$ cat src/rtl/cprof_pkg.sv
package cprof_pkg;

  // Classification of one accepted access
  typedef enum logic [1:0] {
    OUTC_IDLE  = 2'd0,
    OUTC_HIT   = 2'd1,
    OUTC_FILL  = 2'd2,
    OUTC_EVICT = 2'd3
  } outcome_e;

  function automatic outcome_e classify(input logic fire, input logic hit,
                                        input logic full);
    if (!fire)     return OUTC_IDLE;
    else if (hit)  return OUTC_HIT;
    else if (full) return OUTC_EVICT;
    else           return OUTC_FILL;
  endfunction

endpackage

$ cat src/rtl/cprof_way_match.sv
module cprof_way_match #(
  parameter int WAYS  = 1,
  parameter int TAG_W = 22,
  localparam int WAY_W = (WAYS > 1) ? $clog2(WAYS) : 1
) (
  input  logic [WAYS-1:0]            row_valid,
  input  logic [WAYS-1:0][TAG_W-1:0] row_tag,
  input  logic [TAG_W-1:0]           look_tag,
  output logic [WAYS-1:0]            hit_vec,
  output logic                       any_hit,
  output logic [WAY_W-1:0]           hit_way
);

  for (genvar w = 0; w < WAYS; w++) begin : g_cmp
    assign hit_vec[w] = row_valid[w] && (row_tag[w] == look_tag);
  end

  assign any_hit = |hit_vec;

  always_comb begin
    hit_way = '0;
    for (int w = WAYS - 1; w >= 0; w--) begin
      if (hit_vec[w]) hit_way = WAY_W'(w);
    end
  end

endmodule

$ cat src/rtl/cprof_victim_pick.sv
module cprof_victim_pick #(
  parameter int WAYS  = 1,
  parameter int AGE_W = 1,
  localparam int WAY_W = (WAYS > 1) ? $clog2(WAYS) : 1
) (
  input  logic [WAYS-1:0]            row_valid,
  input  logic [WAYS-1:0][AGE_W-1:0] row_age,
  output logic                       set_full,
  output logic [WAY_W-1:0]           fill_way,
  output logic [WAY_W-1:0]           lru_way
);

  localparam logic [AGE_W-1:0] OLDEST = AGE_W'(WAYS - 1);

  assign set_full = &row_valid;

  // lowest-numbered empty way
  always_comb begin
    fill_way = '0;
    for (int w = WAYS - 1; w >= 0; w--) begin
      if (!row_valid[w]) fill_way = WAY_W'(w);
    end
  end

  // way holding the oldest rank
  always_comb begin
    lru_way = '0;
    for (int w = 0; w < WAYS; w++) begin
      if (row_age[w] == OLDEST) lru_way = WAY_W'(w);
    end
  end

endmodule

$ cat src/rtl/cprof_sat_counter.sv
module cprof_sat_counter #(
  parameter int CNT_W = 32
) (
  input  logic             clk,
  input  logic             rst,
  input  logic             clr,
  input  logic             inc,
  output logic [CNT_W-1:0] cnt
);

  localparam logic [CNT_W-1:0] TOP = {CNT_W{1'b1}};

  function automatic logic [CNT_W-1:0] bump(input logic [CNT_W-1:0] v);
    return (v == TOP) ? v : v + 1'b1;
  endfunction

  always_ff @(posedge clk) begin
    if (rst || clr) cnt <= '0;
    else if (inc)   cnt <= bump(cnt);
  end

endmodule

$ cat src/rtl/cache_profiler.sv
module cache_profiler
  import cprof_pkg::*;
#(
  parameter int ADDR_W   = 32,
  parameter int SET_BITS = 5,
  parameter int OFF_BITS = 5,
  parameter int WAYS     = 1,
  parameter int CNT_W    = 32
) (
  input  logic              clk,
  input  logic              rst,
  input  logic              stat_clr,
  input  logic              req_valid,
  output logic              req_ready,
  input  logic [ADDR_W-1:0] req_addr,
  output logic              res_valid,
  output logic              res_hit,
  output logic              res_miss,
  output logic              res_evict,
  output logic [CNT_W-1:0]  hit_cnt,
  output logic [CNT_W-1:0]  miss_cnt,
  output logic [CNT_W-1:0]  evict_cnt
);

  localparam int SETS  = 1 << SET_BITS;
  localparam int TAG_W = ADDR_W - SET_BITS - OFF_BITS;
  localparam int WAY_W = (WAYS > 1) ? $clog2(WAYS) : 1;
  localparam int AGE_W = WAY_W;

  // ---- address fields ----
  function automatic logic [SET_BITS-1:0] addr_set(input logic [ADDR_W-1:0] a);
    return a[OFF_BITS +: SET_BITS];
  endfunction

  function automatic logic [TAG_W-1:0] addr_tag(input logic [ADDR_W-1:0] a);
    return a[ADDR_W-1 -: TAG_W];
  endfunction

  // rank after a touch: touched -> 0, younger than it -> one older
  function automatic logic [AGE_W-1:0] age_next(input logic [AGE_W-1:0] old_age,
                                                input logic [AGE_W-1:0] ref_age,
                                                input logic touched);
    if (touched)              return '0;
    else if (old_age < ref_age) return old_age + 1'b1;
    else                      return old_age;
  endfunction

  // ---- tag storage ----
  logic [WAYS-1:0]            valid_q [SETS];
  logic [WAYS-1:0][TAG_W-1:0] tag_q   [SETS];
  logic [WAYS-1:0][AGE_W-1:0] age_q   [SETS];

  logic [SET_BITS-1:0]        lk_set;
  logic [TAG_W-1:0]           lk_tag;
  logic [WAYS-1:0]            row_valid;
  logic [WAYS-1:0][TAG_W-1:0] row_tag;
  logic [WAYS-1:0][AGE_W-1:0] row_age;

  assign lk_set    = addr_set(req_addr);
  assign lk_tag    = addr_tag(req_addr);
  assign row_valid = valid_q[lk_set];
  assign row_tag   = tag_q[lk_set];
  assign row_age   = age_q[lk_set];

  // ---- lookup ----
  logic [WAYS-1:0]  hit_vec;
  logic             any_hit;
  logic [WAY_W-1:0] hit_way;
  logic             set_full;
  logic [WAY_W-1:0] fill_way;
  logic [WAY_W-1:0] lru_way;

  cprof_way_match #(.WAYS(WAYS), .TAG_W(TAG_W)) u_match (
    .row_valid (row_valid),
    .row_tag   (row_tag),
    .look_tag  (lk_tag),
    .hit_vec   (hit_vec),
    .any_hit   (any_hit),
    .hit_way   (hit_way)
  );

  cprof_victim_pick #(.WAYS(WAYS), .AGE_W(AGE_W)) u_pick (
    .row_valid (row_valid),
    .row_age   (row_age),
    .set_full  (set_full),
    .fill_way  (fill_way),
    .lru_way   (lru_way)
  );

  // ---- named events ----
  logic       acc_fire;
  outcome_e   outc;
  logic       ev_hit, ev_miss, ev_evict;
  logic [WAY_W-1:0] tgt_way;
  logic [AGE_W-1:0] tgt_age;

  assign req_ready = 1'b1;
  assign acc_fire  = req_valid && req_ready;
  assign outc      = classify(acc_fire, any_hit, set_full);
  assign ev_hit    = (outc == OUTC_HIT);
  assign ev_evict  = (outc == OUTC_EVICT);
  assign ev_miss   = (outc == OUTC_FILL) || ev_evict;

  always_comb begin
    unique case (outc)
      OUTC_HIT:   tgt_way = hit_way;
      OUTC_EVICT: tgt_way = lru_way;
      default:    tgt_way = fill_way;
    endcase
  end

  assign tgt_age = row_age[tgt_way];

  // ---- state update ----
  always_ff @(posedge clk) begin
    if (rst) begin
      for (int s = 0; s < SETS; s++) begin
        for (int w = 0; w < WAYS; w++) begin
          valid_q[s][w] <= 1'b0;
          age_q[s][w]   <= AGE_W'(w);
        end
      end
    end else if (acc_fire) begin
      valid_q[lk_set][tgt_way] <= 1'b1;
      tag_q[lk_set][tgt_way]   <= lk_tag;
      for (int w = 0; w < WAYS; w++) begin
        age_q[lk_set][w] <= age_next(row_age[w], tgt_age, WAY_W'(w) == tgt_way);
      end
    end
  end

  // ---- registered result flags ----
  always_ff @(posedge clk) begin
    if (rst) begin
      res_valid <= 1'b0;
      res_hit   <= 1'b0;
      res_miss  <= 1'b0;
      res_evict <= 1'b0;
    end else begin
      res_valid <= acc_fire;
      res_hit   <= ev_hit;
      res_miss  <= ev_miss;
      res_evict <= ev_evict;
    end
  end

  // ---- statistics ----
  logic [2:0]            cnt_inc;
  logic [2:0][CNT_W-1:0] cnt_val;

  assign cnt_inc = {ev_evict, ev_miss, ev_hit};

  for (genvar k = 0; k < 3; k++) begin : g_cnt
    cprof_sat_counter #(.CNT_W(CNT_W)) u_cnt (
      .clk (clk),
      .rst (rst),
      .clr (stat_clr),
      .inc (cnt_inc[k]),
      .cnt (cnt_val[k])
    );
  end

  assign hit_cnt   = cnt_val[0];
  assign miss_cnt  = cnt_val[1];
  assign evict_cnt = cnt_val[2];

endmodule

$ cat config.mk
export PLATFORM = sky130hd
export DESIGN_NAME = cache_profiler
export DESIGN_NICKNAME = d
export VERILOG_FILES = /design/src/rtl/cprof_pkg.sv /design/src/rtl/cprof_way_match.sv /design/src/rtl/cprof_victim_pick.sv /design/src/rtl/cprof_sat_counter.sv /design/src/rtl/cache_profiler.sv
export SDC_FILE = /design/constraint.sdc
export NUM_CORES = 1
export LEC_CHECK = 0
export ABC_CLOCK_PERIOD_IN_PS = 7450
export BUFFER_PORTS_ARGS = -buffer_cell sky130_fd_sc_hd__buf_2
export CAP_MARGIN = 15
export CORE_MARGIN = 4
export CORE_UTILIZATION = 55
export CTS_CLUSTER_SIZE = 14
export DETAILED_ROUTE_END_ITERATION = 10
export PLACE_DENSITY = 0.72
export SLEW_MARGIN = 30
export SYNTH_ARGS = -nofsm -noshare
export SYNTH_HDL_FRONTEND = slang
export SYNTH_HIERARCHICAL = 1
export SYNTH_SLANG_ARGS = --single-unit
$ cat constraint.sdc
create_clock -name clk -period 7.45 [get_ports clk]
set_clock_uncertainty 0.2 [all_clocks]
set_input_delay 1.49 -clock clk [delete_from_list [all_inputs] [get_ports clk]]
set_output_delay 1.49 -clock clk [all_outputs]
set_load 0.1 [all_outputs]
==> out/qor.log <==
qor: global_routing.pin_count_of_the_biggest_net_entering_global_routing 96
qor: yosys.cells_after_synth 1956
qor: clock_network.root_buffer sky130_fd_sc_hd__clkbuf_16
qor: pwr.power-per-cell-area 252 mW/mm^2
qor: finish.nets 2188
qor: pwr.post-layout-total-power 9.71 mW
qor: floorplan.rows 90
qor: placed_design.gpl.final_weighted_congestion 0.823
qor: setup_path.worst_setup_path_startpoint req_addr[5]
qor: setup_path.cp_num_cells 14
qor: clock_network.cts_repair_resize_count 0
qor: clock_network.clk_transition_reported_paths 0.06 ns
qor: min_path.holdPathStages 2
qor: setup_path.rr_startpoint tag_q[15][4]$_DFFE_PP_
qor: sta.final_period_util 81.4%
qor: global_routing.antenna_found_initial 2
qor: sta.setup_total_negative_slack 0 ns
qor: clock_network.clk_latency 0.63 ns
qor: min_path.hold_path.startpoint valid_q[18]$_DFF_P_
qor: pwr.clock_power_share 43.3%
qor: yosys.yosysWarnings 6
qor: sta.relSlewSlack 34.7%
qor: floorplan.ioPinCount 137
qor: sta.min_period 6.07 ns
qor: global_routing.wire_length_of_the_first_global_routing_pass 122000 microns
qor: sta.report.final.hold_viol_count 0
qor: run.drv.max_cap_violation_count 0
qor: setup_path.rrSetupSlack 2.88 ns
qor: floorplan.chipWidth 254 microns
qor: routing.antenna_violating_nets_post_route 0
qor: routing.final_routed_drc_violation_total 0
qor: floorplan.design.core.area 0.0602 sq mm
qor: status.outcome finished clean
qor: global_routing.globalRouteOverflowTotal 0
qor: yosys.syn-cell-area 0.0334 sq mm
qor: clock_network.num_cts_buffers 84
qor: pwr.power_report.internal_total 7.72 mW
qor: clock_network.cts_tree yes
qor: sta.max_freq 165 MHz
qor: global_routing.grt_use_total 25.4%
qor: clock_network.hold_bufs_inserted_after_cts 0
qor: sta.final-max-slew-violation-count 0
qor: routing.route.vias.total 19600
qor: floorplan.initial_cell_density_of_the_core 55.4%
qor: clock_network.postCtsSetupBuffers 0
qor: clock_network.htreeDepth 3
qor: pwr.seqPwrFrac 52.3%
qor: setup_path.crit_path_top_delay_cell sky130_fd_sc_hd__nand4b_1
qor: pwr.power.leakage 12.3 nW
qor: setup_path.critical_path_s_top_delay_family simple AND/OR/NAND/NOR gates
qor: setup_path.max_stage_delay 0.62 ns
qor: setup_path.worstPathBufferInverterCount 3
qor: routing.routed_wl 82400 microns
qor: clock_network.clock_path_buffers 3
qor: placed_design.detailedPlace.worstSlack 0.854 ns
qor: sta.tightestPinTransition 0.980 ns
qor: setup_path.timing.reg2reg.worst_path_depth 13
qor: sta.timing.final.setup_violations 0
qor: yosys.avgSynthCellArea 17.1 sq um
qor: pwr.power.switching_fraction 20.6%
qor: setup_path.cp-start-kind primary input
qor: placed_design.placed_cell_area 0.0358 sq mm
qor: setup_path.timing.critical_path.fanout_max 68
qor: clock_network.tritoncts_num_sinks 836
qor: setup_path.worstPathArrival 6.42 ns
qor: global_routing.number_of_global_route_vias_before_repair 19200
qor: setup_path.type_of_element_capturing_the_critical_path register
qor: pwr.worst_voltage_drop_across_the_vdd_grid 0.000182 V
qor: finish.fin_area 0.0386 sq mm
qor: finish.final_layout_size_suffix_gt1_share 25.3%
qor: floorplan.die_y 254 microns
qor: routing.drt_first_iter_violations 2268
qor: sta.rsz0062_at_grt false
qor: floorplan.die-area 0.0647 sq mm
qor: setup_path.required 7.80 ns
qor: setup_path.crit_path_cell_trace buf_8 -> buf_4 -> mux4_2 -> a22oi_1 -> nand4_1 -> xor2_1 -> nor4_1 -> nand4_1 -> nor3_2 -> buf_4 -> nor2b_1 -> nand4b_1 -> or4_1 -> a21oi_1
qor: finish.flow.area_growth_from_synthesis 15.5%
qor: pwr.switchingPower 2.00 mW
qor: min_path.min-delay-path-class reg2reg
qor: routing.drtPass1Iterations 6
qor: routing.wl_per_cell 27.5 microns
qor: sta.postLayoutSetupSlackWorst 1.38 ns
qor: pwr.combPwrFrac 4.3%
qor: setup_path.critPathKind in2reg
qor: routing.post_drt_via_cell_ratio 6.55
qor: placed_design.numPortBuffers 130
qor: placed_design.hpwlAfterDp 47800 microns
final timing paths:
check,to
hold / removal,valid_q[18]$_DFF_P_
hold reg to reg,valid_q[18]$_DFF_P_
setup reg to reg,g_cnt[1].u_cnt/cnt[26]$_SDFFE_PP0P_
setup / recovery,g_cnt[1].u_cnt/cnt[26]$_SDFFE_PP0P_
layer usage:
metal	track usage (%)	up-vias	wire, microns
met1	35.3	10200	32300
met2	42.2	944	41100
li1	-	8384	-
met4	7.57	4	2260
met3	4.12	141	6650
met5	0	-	32
layout make-up:
type,count,area (sq um)
flip-flops and latches,836,23800
fillers,4105,21700
multi-input cells,964,9100
clock buffers,105,2290
repair buffers,215,1770
well taps,782,978
clock inverters,49,482
inverters,48,180
diodes,1,2.50
registers in the layout (all words and copies together) (netlist names):
signal	flops
res_miss	1
valid_q	32
res_hit	1
res_valid	1
res_evict	1
g_cnt.u_cnt/cnt	96
tag_q	704
cells in the final DEF, fill, tap and decap left out, types with 6 or more instances in the layout:
| master | instances |
|---|---|
| sky130_fd_sc_hd__nand2_1 | 74 |
| sky130_fd_sc_hd__nor2_2 | 6 |
| sky130_fd_sc_hd__o31ai_1 | 34 |
| sky130_fd_sc_hd__mux2i_1 | 56 |
| sky130_fd_sc_hd__clkinv_1 | 22 |
| sky130_fd_sc_hd__nor4_1 | 16 |
| sky130_fd_sc_hd__buf_4 | 48 |
| sky130_fd_sc_hd__o21ai_0 | 35 |
| sky130_fd_sc_hd__nor2_4 | 32 |
| sky130_fd_sc_hd__nand4_1 | 52 |
| sky130_fd_sc_hd__or4_1 | 32 |
| sky130_fd_sc_hd__clkbuf_16 | 87 |
| sky130_fd_sc_hd__xor2_1 | 22 |
| sky130_fd_sc_hd__buf_2 | 128 |
| sky130_fd_sc_hd__o21ai_1 | 8 |
| sky130_fd_sc_hd__edfxtp_1 | 704 |
| sky130_fd_sc_hd__a21oi_1 | 78 |
| sky130_fd_sc_hd__inv_1 | 47 |
| sky130_fd_sc_hd__dfxtp_1 | 132 |
| sky130_fd_sc_hd__nand3_1 | 28 |
| sky130_fd_sc_hd__a22oi_1 | 74 |
| sky130_fd_sc_hd__nor3_1 | 6 |
| sky130_fd_sc_hd__buf_12 | 37 |
| sky130_fd_sc_hd__nor2_1 | 34 |
| sky130_fd_sc_hd__bufinv_16 | 9 |
| sky130_fd_sc_hd__nand4b_1 | 6 |
| sky130_fd_sc_hd__xnor2_1 | 12 |
| sky130_fd_sc_hd__clkbuf_1 | 13 |
| sky130_fd_sc_hd__or3_1 | 50 |
| sky130_fd_sc_hd__mux4_2 | 160 |
| sky130_fd_sc_hd__or2_2 | 6 |
| sky130_fd_sc_hd__and4_1 | 13 |
| sky130_fd_sc_hd__and3_1 | 7 |
| sky130_fd_sc_hd__clkinv_2 | 10 |
| sky130_fd_sc_hd__o22ai_1 | 56 |
per-stage QoR:
stage	std cells	util, %	hold slack [ns]
final	3000	64.0	0.260
after global routing	2999	64.0	0.281
after CTS	2999	64.0	0.259
after detailed placement	2845	59.4	0.250
after global placement	2845	59.4	0.247
after floorplan	1957	-	0.237
power by group through the flow:
stage / clock, mW / sequential, mW / combinational, mW
floorplan: 0 / 5.19 / 0.244
global placement: 0 / 5.18 / 0.407
detailed placement: 0 / 5.18 / 0.418
CTS: 4.27 / 5.08 / 0.421
global route: 4.47 / 5.08 / 0.448
finish: 4.21 / 5.08 / 0.422
worst reg2reg max path, cell delays in order, from the launching register on:
cell and delay [ns]:
sky130_fd_sc_hd__edfxtp_1 0.37, sky130_fd_sc_hd__mux2i_1 0.19, sky130_fd_sc_hd__o22ai_1 0.12, sky130_fd_sc_hd__nor4_1 0.49
sky130_fd_sc_hd__o311ai_1 0.25, sky130_fd_sc_hd__xnor2_1 0.18, sky130_fd_sc_hd__buf_4 0.19, sky130_fd_sc_hd__nand4_1 0.25
sky130_fd_sc_hd__nor3_2 0.12, sky130_fd_sc_hd__buf_4 0.17, sky130_fd_sc_hd__nor2b_1 0.57, sky130_fd_sc_hd__nand4b_1 0.62
sky130_fd_sc_hd__or4_1 0.62, sky130_fd_sc_hd__a21oi_1 0.15
Note: power is estimated with default switching activity, not from simulation.
